===== src/rtl/dma2d_pkg.sv =====
package dma2d_pkg;
    parameter int ADDR_W = 32;
    parameter int CNT_W  = 16;
    parameter int STEP_W = 16;

    typedef enum logic [1:0] {
        ST_IDLE  = 2'd0,
        ST_RUN   = 2'd1,
        ST_HALT  = 2'd2,
        ST_FAULT = 2'd3
    } dma2d_state_e;

    typedef struct packed {
        logic [ADDR_W-1:0] start;
        logic [CNT_W-1:0]  xcnt;
        logic [STEP_W-1:0] xstep;
        logic [CNT_W-1:0]  ycnt;
        logic [STEP_W-1:0] ystep;
        logic              wide;
        logic              repeat_en;
    } dma2d_cfg_t;
endpackage


===== src/rtl/dma2d_cfg_reg.sv =====
module dma2d_cfg_reg
    import dma2d_pkg::*;
(
    input  logic       clk,
    input  logic       rst_n,
    input  logic       capture,
    input  dma2d_cfg_t cfg_d,
    output dma2d_cfg_t cfg_q
);
    always_ff @(posedge clk or negedge rst_n) begin
        if (!rst_n)
            cfg_q <= '0;
        else if (capture)
            cfg_q <= cfg_d;
    end
endmodule


===== src/rtl/dma2d_walker.sv =====
module dma2d_walker
    import dma2d_pkg::*;
(
    input  logic              clk,
    input  logic              rst_n,
    input  logic              load,
    input  logic              step,
    input  dma2d_cfg_t        cfg_d,
    input  dma2d_cfg_t        cfg_q,
    output logic [ADDR_W-1:0] addr,
    output logic              row_end,
    output logic              blk_end
);
    localparam int EXT_W = ADDR_W - STEP_W;

    logic [CNT_W-1:0]  xrem, yrem;
    logic [ADDR_W-1:0] xinc, yinc;

    always_comb begin
        xinc    = {{EXT_W{cfg_q.xstep[STEP_W-1]}}, cfg_q.xstep};
        yinc    = {{EXT_W{cfg_q.ystep[STEP_W-1]}}, cfg_q.ystep};
        row_end = (xrem == CNT_W'(1));
        blk_end = row_end && (yrem == CNT_W'(1));
    end

    always_ff @(posedge clk or negedge rst_n) begin
        if (!rst_n) begin
            addr <= '0;
            xrem <= '0;
            yrem <= '0;
        end else if (load) begin
            addr <= cfg_d.start;
            xrem <= cfg_d.xcnt;
            yrem <= cfg_d.ycnt;
        end else if (step) begin
            if (blk_end) begin
                addr <= cfg_q.start;
                xrem <= cfg_q.xcnt;
                yrem <= cfg_q.ycnt;
            end else if (row_end) begin
                addr <= addr + yinc;
                xrem <= cfg_q.xcnt;
                yrem <= yrem - CNT_W'(1);
            end else begin
                addr <= addr + xinc;
                xrem <= xrem - CNT_W'(1);
            end
        end
    end
endmodule


===== src/rtl/dma2d_ctrl.sv =====
module dma2d_ctrl
    import dma2d_pkg::*;
(
    input  logic clk,
    input  logic rst_n,
    input  logic en,
    input  logic zero_cnt,
    input  logic repeat_en,
    input  logic fire,
    input  logic blk_end,
    input  logic done_clr,
    output logic load,
    output logic addr_valid,
    output logic run,
    output logic err,
    output logic done
);
    dma2d_state_e state, state_nx;
    logic         finish;

    always_comb begin
        state_nx = state;
        load     = 1'b0;
        finish   = 1'b0;
        unique case (state)
            ST_IDLE: begin
                if (en) begin
                    if (zero_cnt) state_nx = ST_FAULT;
                    else begin
                        state_nx = ST_RUN;
                        load     = 1'b1;
                    end
                end
            end
            ST_RUN: begin
                if (!en) state_nx = ST_IDLE;
                else if (fire && blk_end && !repeat_en) begin
                    state_nx = ST_HALT;
                    finish   = 1'b1;
                end
            end
            ST_HALT:  if (!en) state_nx = ST_IDLE;
            ST_FAULT: if (!en) state_nx = ST_IDLE;
            default:  state_nx = ST_IDLE;
        endcase
    end

    always_ff @(posedge clk or negedge rst_n) begin
        if (!rst_n) state <= ST_IDLE;
        else        state <= state_nx;
    end

    always_ff @(posedge clk or negedge rst_n) begin
        if (!rst_n)         done <= 1'b0;
        else if (finish)    done <= 1'b1;
        else if (done_clr)  done <= 1'b0;
    end

    always_comb begin
        addr_valid = (state == ST_RUN);
        run        = (state == ST_RUN);
        err        = (state == ST_FAULT);
    end
endmodule


===== src/rtl/dma2d_addr_gen.sv =====
module dma2d_addr_gen
    import dma2d_pkg::*;
(
    input  logic              clk,
    input  logic              rst_n,
    input  logic              en,
    input  logic [ADDR_W-1:0] cfg_start,
    input  logic [CNT_W-1:0]  cfg_xcnt,
    input  logic [STEP_W-1:0] cfg_xstep,
    input  logic [CNT_W-1:0]  cfg_ycnt,
    input  logic [STEP_W-1:0] cfg_ystep,
    input  logic              cfg_wide,
    input  logic              cfg_repeat,
    input  logic              addr_ready,
    input  logic              done_clr,
    output logic              addr_valid,
    output logic [ADDR_W-1:0] addr,
    output logic              xfer_wide,
    output logic              run,
    output logic              done,
    output logic              err
);
    dma2d_cfg_t cfg_d, cfg_q;
    logic       load, fire, row_end, blk_end, zero_cnt;

    always_comb begin
        cfg_d.start     = cfg_start;
        cfg_d.xcnt      = cfg_xcnt;
        cfg_d.xstep     = cfg_xstep;
        cfg_d.ycnt      = cfg_ycnt;
        cfg_d.ystep     = cfg_ystep;
        cfg_d.wide      = cfg_wide;
        cfg_d.repeat_en = cfg_repeat;
        zero_cnt        = (cfg_xcnt == '0) || (cfg_ycnt == '0);
        fire            = addr_valid && addr_ready;
        xfer_wide       = cfg_q.wide;
    end

    dma2d_cfg_reg u_cfg (
        .clk(clk), .rst_n(rst_n), .capture(load), .cfg_d(cfg_d), .cfg_q(cfg_q)
    );

    dma2d_walker u_walk (
        .clk(clk), .rst_n(rst_n), .load(load), .step(fire),
        .cfg_d(cfg_d), .cfg_q(cfg_q), .addr(addr),
        .row_end(row_end), .blk_end(blk_end)
    );

    dma2d_ctrl u_ctrl (
        .clk(clk), .rst_n(rst_n), .en(en), .zero_cnt(zero_cnt),
        .repeat_en(cfg_q.repeat_en), .fire(fire), .blk_end(blk_end),
        .done_clr(done_clr), .load(load), .addr_valid(addr_valid),
        .run(run), .err(err), .done(done)
    );
endmodule


===== config.mk =====
export PLATFORM = sky130hd
export DESIGN_NAME = dma2d_addr_gen
export DESIGN_NICKNAME = d
export VERILOG_FILES = /design/src/rtl/dma2d_pkg.sv /design/src/rtl/dma2d_cfg_reg.sv /design/src/rtl/dma2d_walker.sv /design/src/rtl/dma2d_ctrl.sv /design/src/rtl/dma2d_addr_gen.sv
export SDC_FILE = /design/constraint.sdc
export NUM_CORES = 1
export LEC_CHECK = 0
export ABC_AREA = 1
export BUFFER_PORTS_ARGS = -buffer_cell sky130_fd_sc_hd__buf_2
export CAP_MARGIN = 10
export CORE_ASPECT_RATIO = 1.2
export CORE_MARGIN = 5
export CORE_UTILIZATION = 53
export CTS_BUF_LIST = sky130_fd_sc_hd__clkbuf_16
export CTS_CLUSTER_DIAMETER = 80
export DETAILED_ROUTE_END_ITERATION = 7
export PLACE_DENSITY = 0.76
export SLEW_MARGIN = 10
export SYNTH_ARGS = -nofsm -noshare
export SYNTH_HDL_FRONTEND = slang
export SYNTH_SLANG_ARGS = --single-unit

===== constraint.sdc =====
create_clock -name clk -period 2.8 [get_ports clk]
set_clock_uncertainty 0.15 [all_clocks]
set_input_delay 0.28 -clock clk [delete_from_list [all_inputs] [get_ports clk]]
set_output_delay 0.28 -clock clk [all_outputs]
set_load 0.02 [all_outputs]

After elaboration in Yosys (flattened, before gate mapping)
Cells that the tools add are included.
Cells by class
  add/subtract/negate cells: 4
  equality and inequality tests: 8
  muxes and demuxes: 26
  reductions and logical operators: 15
Operators by type and width (count)
  $mux W16: 8
  $mux W32: 4
  $add A32 B32 Y32: 2
  $eq A16 B1 Y1 const B: 2
  $logic_not A16 Y1: 2
  $sub A16 B1 Y16 const B: 2
  $mux W2: 5
  $mux W1: 8
  $pmux W2 S3: 1
  $eq A2 B2 Y1 const B: 2
  $logic_and A1 B1 Y1: 4
  $ne A2 B2 Y1 const B: 2
  $reduce_bool A2 Y1: 2
  $ne A3 B2 Y1 const B: 1
  $reduce_and A3 Y1: 1
  $reduce_bool A3 Y1: 1
  $eq A2 B1 Y1 const B: 1
  $logic_not A2 Y1: 1
  $reduce_and A2 Y1: 1
  $reduce_or A2 Y1: 1
  $logic_not A1 Y1: 1
  $logic_or A1 B1 Y1: 1
Storage, ports and cells
  flip-flop bits (word level): 165
  bits of input ports: 103
  output and inout bits: 37
  logic and storage cells: 65

Longest topological paths before layout
  depth in word-level cells: 8
  gate-level depth with buffers: 22

Cells and area by module
Synthesis repeated with hierarchy kept, for this count alone.
Second synthesis, totals
  cell total of the unflattened synthesis: 1611
  area, all modules: 10892.9 µm²
By module, submodules not included
  dma2d_walker: instances 1, cells an instance 1140, area an instance 6886.6 µm², seq. area each 1601.5 µm²
  dma2d_cfg_reg: instances 1, cells an instance 414, area an instance 3696.0 µm², seq. area each 2452.4 µm²
  dma2d_ctrl: instances 1, cells an instance 24, area an instance 186.4 µm², seq. area each 75.1 µm²
  dma2d_addr_gen: instances 1, cells an instance 33, area an instance 123.9 µm², seq. area each 0.0 µm²

Worst setup path after synthesis
Ideal clock, no wire load.
  path type: reg2reg
  start point: reg u_walk.xrem[4]
  end point: reg u_walk.addr[16]
  data arrival time: 2841 ps
  data required time: 2534 ps
  setup slack: -307 ps
  stages on the path, launching flop included: 22
  clock period less this slack: 3107 ps
  cells stage by stage: dfrtp_1 > nor2_1 > nand2_1 > nor2_1 > nand2_1 > buf_2 > mux2i_1 > inv_1 > ha_1 > inv_1 > fa_1 > inv_1 > nand3_1 > nand3_1 > nand2_1 > nand2_1 > inv_1 > o21bai_1 > xnor2_1 > nand2_1 > nand2_1 > nand2_1
Between the ends
  word-level cells in the longest chain between the ends: 5
  elaborated cells between the ends (all ways): 6
  those cells by class: eq/ne: 1; mux: 4; reduce/logical: 1
Ends and longest elaborated chain
  from (decl): line dma2d_walker.sv:16  | logic [CNT_W-1:0] xrem, yrem;
  from (signal assigned): line dma2d_walker.sv:33  | xrem <= cfg_d.xcnt;
  from (signal assigned): line dma2d_walker.sv:38  | xrem <= cfg_q.xcnt;
  from (signal assigned): line dma2d_walker.sv:42  | xrem <= cfg_q.xcnt;
  $eq A16 B1 Y1 (*): line dma2d_walker.sv:22  | row_end = (xrem == CNT_W'(1));
  $mux W32 or $logic_and A1 B1 Y1 (tied branches): line dma2d_walker.sv:40, dma2d_walker.sv:23
  $mux W32 (*): line dma2d_walker.sv:36  | if (blk_end) begin
  $mux W32 (*): line dma2d_walker.sv:35  | end else if (step) begin
  $mux W32 (*): line dma2d_walker.sv:31  | end else if (load) begin
  to (signal assigned): line dma2d_walker.sv:32  | addr <= cfg_d.start;
  to (signal assigned): line dma2d_walker.sv:37  | addr <= cfg_q.start;
  to (signal assigned): line dma2d_walker.sv:41  | addr <= addr + yinc;
  to (decl): line dma2d_walker.sv:10  | output logic [ADDR_W-1:0] addr,
Every way passes the cells marked *; elsewhere a longest branch is shown, timed or not. The select of a mux whose other input is x is not followed.
A chain may end at the register's enable or synchronous reset.

Final worst setup path
  start point: reg u_walk.xrem[9]
  end point: reg u_walk.addr[16]
Same word-level chain as after synthesis.

==> out/qor.yml <==
hpwl_mm: 22.8
violations: "DRC, setup timing"
dieHeight_um: 166
place_congestion: 0.966
cts_made_buffers: 17
synth_edf_count: 0
antenna_left: 0
clk_latency_ns: 0.44
via_per_inst: 5.56
synth_top_area_share_pct: 38.2
wl_per_cell_um: 17.2
setup_slack_ns: -0.382
die_area_um2: 23400
num_vias: 12071
end_kind: "flip-flop"
power_density_nw_per_um2: 854
power.leakage_nw: 8.15
synth_fp_nets: 1718
fin_crit_sh_pct: 114
hold_path_class: "primary input to flip-flop"
cts_tree: "done"
final_nets: 2036
slew_headroom_pct: 54.5
syn2layout_area_growth_pct: 39.4
async_flop_share_pct: 100
hold_violations: 0
pre_cts_ws_ns: -0.377
vdd_drop_max_mv: 0.621
drc_errors: 2
setup_viol: 28
start_util_pct: 53.5
ios: 140
die_w_um: 140
num_rows: 57
status: "complete, but fails checks"
grt_pass1_vias: 11974
drtIter0Drc: 1041
synthCells: 1577
holdWs_ns: 0.0173
fmax_ghz: 0.314
max-cap-violations: 0
path_class: "flip-flop to flip-flop"
grt_max_degree: 70
ys_seq_area_share_pct: 38.2
path_clk_slew_ns: 0.07
n_antenna_cell: 0
synth_area_leaders: "dfrtp_1 (38%), nand2_1 (22%), inv_1 (7.5%)"
dr.pass1.iters: 8
final_cells: 2172
synth_area_um2: 10800
grt.overflow.total: 0
track_usage_pct: 29.5
startpoint_type: "flip-flop"
layout_commonest_cell: "nand2_1"
final_cell_mix: "nand2_1 (565), inv_1 (205), dfrtp_1 (165), buf_2 (138), buf_4 (105)"
core_um2: 20200
syn_avg_cell_area_um2: 6.85
drive_above_1_share_pct: 26.9
final_max_slew_viol_count: 0
rsz0062_at_grt: "yes"
finalWirelength_mm: 37.4
yosysTopAreaCell: "dfrtp_1"
clockBufferDepth: 2
antenna_found_initial: 0
ys_warn_count: 0
min_period_ns: 3.18
root_buffer: "clkbuf_16"
synth_cell_types: 51
dp.cells: 2030
grt_pass1_wl_mm: 56.8
arrival_ns: 3.36
synthFlopType: "dfrtp_1"
cp_max_fo: 8
required_ns: 2.98
htreeDepth: 4
hp-start: "cfg_ycnt[15]"
critPathLaunch: "u_walk.xrem[9]"
clock-sinks: 165
numPortBuffers: 139
ys_seq_elements: 165
r2r-start: "u_walk.xrem[9]"
worst_slew_pin_slew_ns: 0.682
## final cells by class
class                   count  area, um2
clock inverters            14        138
well taps                 265        332
clock buffers              17        425
inverters                 222        840
repair buffers            345       2580
multi-input cells        1144       6620
flip-flops and latches    165       4130
fillers                  1369       5120
## critical path, stage by stage (launching register included)
cell	delay [ns]
dfrtp_1	0.39
nor2_2	0.15
nand2_2	0.10
nor2_4	0.15
nand2_4	0.12
buf_16	0.18
mux2i_1	0.16
inv_1	0.12
ha_1	0.34
nand2_2	0.15
inv_1	0.08
a21oi_2	0.29
o21bai_4	0.12
o21bai_1	0.19
xnor2_1	0.17
nand2_1	0.09
nand2_1	0.08
nand2_1	0.04
## routing by layer
metal / global-route usage, % / wire (um) / vias to the layer above
li1: - / - / 5552
met1: 34.2 / 13400 / 5620
met2: 51.9 / 18800 / 673
met3: 4.36 / 2810 / 226
met4: 16.4 / 2410 / 0
met5: 0 / 0 / -
## through the flow
stage,TNS (ns),instance area [um2],utilization [%],power [mW]
after CTS,-3.00,14500,71.8,11.7
after floorplan,-0.0294,10800,-,6.62
after global placement,-4.75,12300,61.1,8.40
after global routing,-10.98,15100,74.6,13.5
after detailed placement,-6.07,12300,61.1,8.53
final,-6.62,15100,74.6,12.9
## synth_stat cells, types with 3 or more instances
cell type,count
o21ai_0,51
a21oi_2,3
nand2_2,3
nor2_1,120
a21oi_1,43
buf_2,22
nor3_1,5
nand4_1,7
buf_4,9
ha_1,37
inv_2,3
mux2i_1,14
inv_1,216
nor4_1,4
nand2_1,638
o21bai_1,5
nor2_2,4
clkbuf_1,7
xnor2_1,13
o21ai_1,3
buf_6,6
dfrtp_1,165
nand3_1,104
o211ai_1,28
nand3_2,4
xor2_1,17
nand2_4,4
a31oi_1,5
nand3b_1,5
nor2_4,4
o2111ai_1,3
## power by group
group | internal (mW) | switching, mW | total (mW)
registers | 2.86 | 0.572 | 3.43
logic | 2.99 | 4.11 | 7.10
clock network | 1.30 | 1.02 | 2.33
## logic make-up (layout without fill, tap and decap cells)
group                    count (synthesis)  count (layout)  synth area share [%]
AO/OA/AOI/OAI                          148             148                  8.07
XOR/XNOR                                30              30                  2.43
adder cells (fa/ha/maj)                 38              38                  4.47
buffers and inverters                  268             598                  10.5
flip-flops                             165             165                  38.2
multiplexers                            14              14                  1.30
AND/OR/NAND/NOR                        914             914                  35.1
## registers in the layout, indices dropped and copies added, names as in the netlist
register      count
u_ctrl.done       1
u_ctrl.state      2
u_walk.addr      32
u_walk.xrem      16
u_walk.yrem      16
u_cfg.cfg_q      98
## final timing paths
kind / to / cells past startpoint / slack [ns]
max: u_walk.addr[16] / 17 / -0.38
min: u_cfg.cfg_q[33] / 3 / 0.02
max reg2reg: u_walk.addr[16] / 17 / -0.38
min reg2reg: u_cfg.cfg_q[95] / 2 / 0.32
max in group asynchronous: u_walk.yrem[3] / 3 / 1.41
min in group asynchronous: u_cfg.cfg_q[11] / 2 / 0.27
## what timing repair did
action | CTS | global route
setup buffers | 13 | 5
hold endpoints to repair | 181 | 0
gates resized for setup | 102 | 132
hold buffers | 91 | 0
cloned | 1 | 1
setup endpoints to repair | 29 | 56
pin swaps | 35 | 70
No activity file was read; power rests on OpenSTA's default activity.
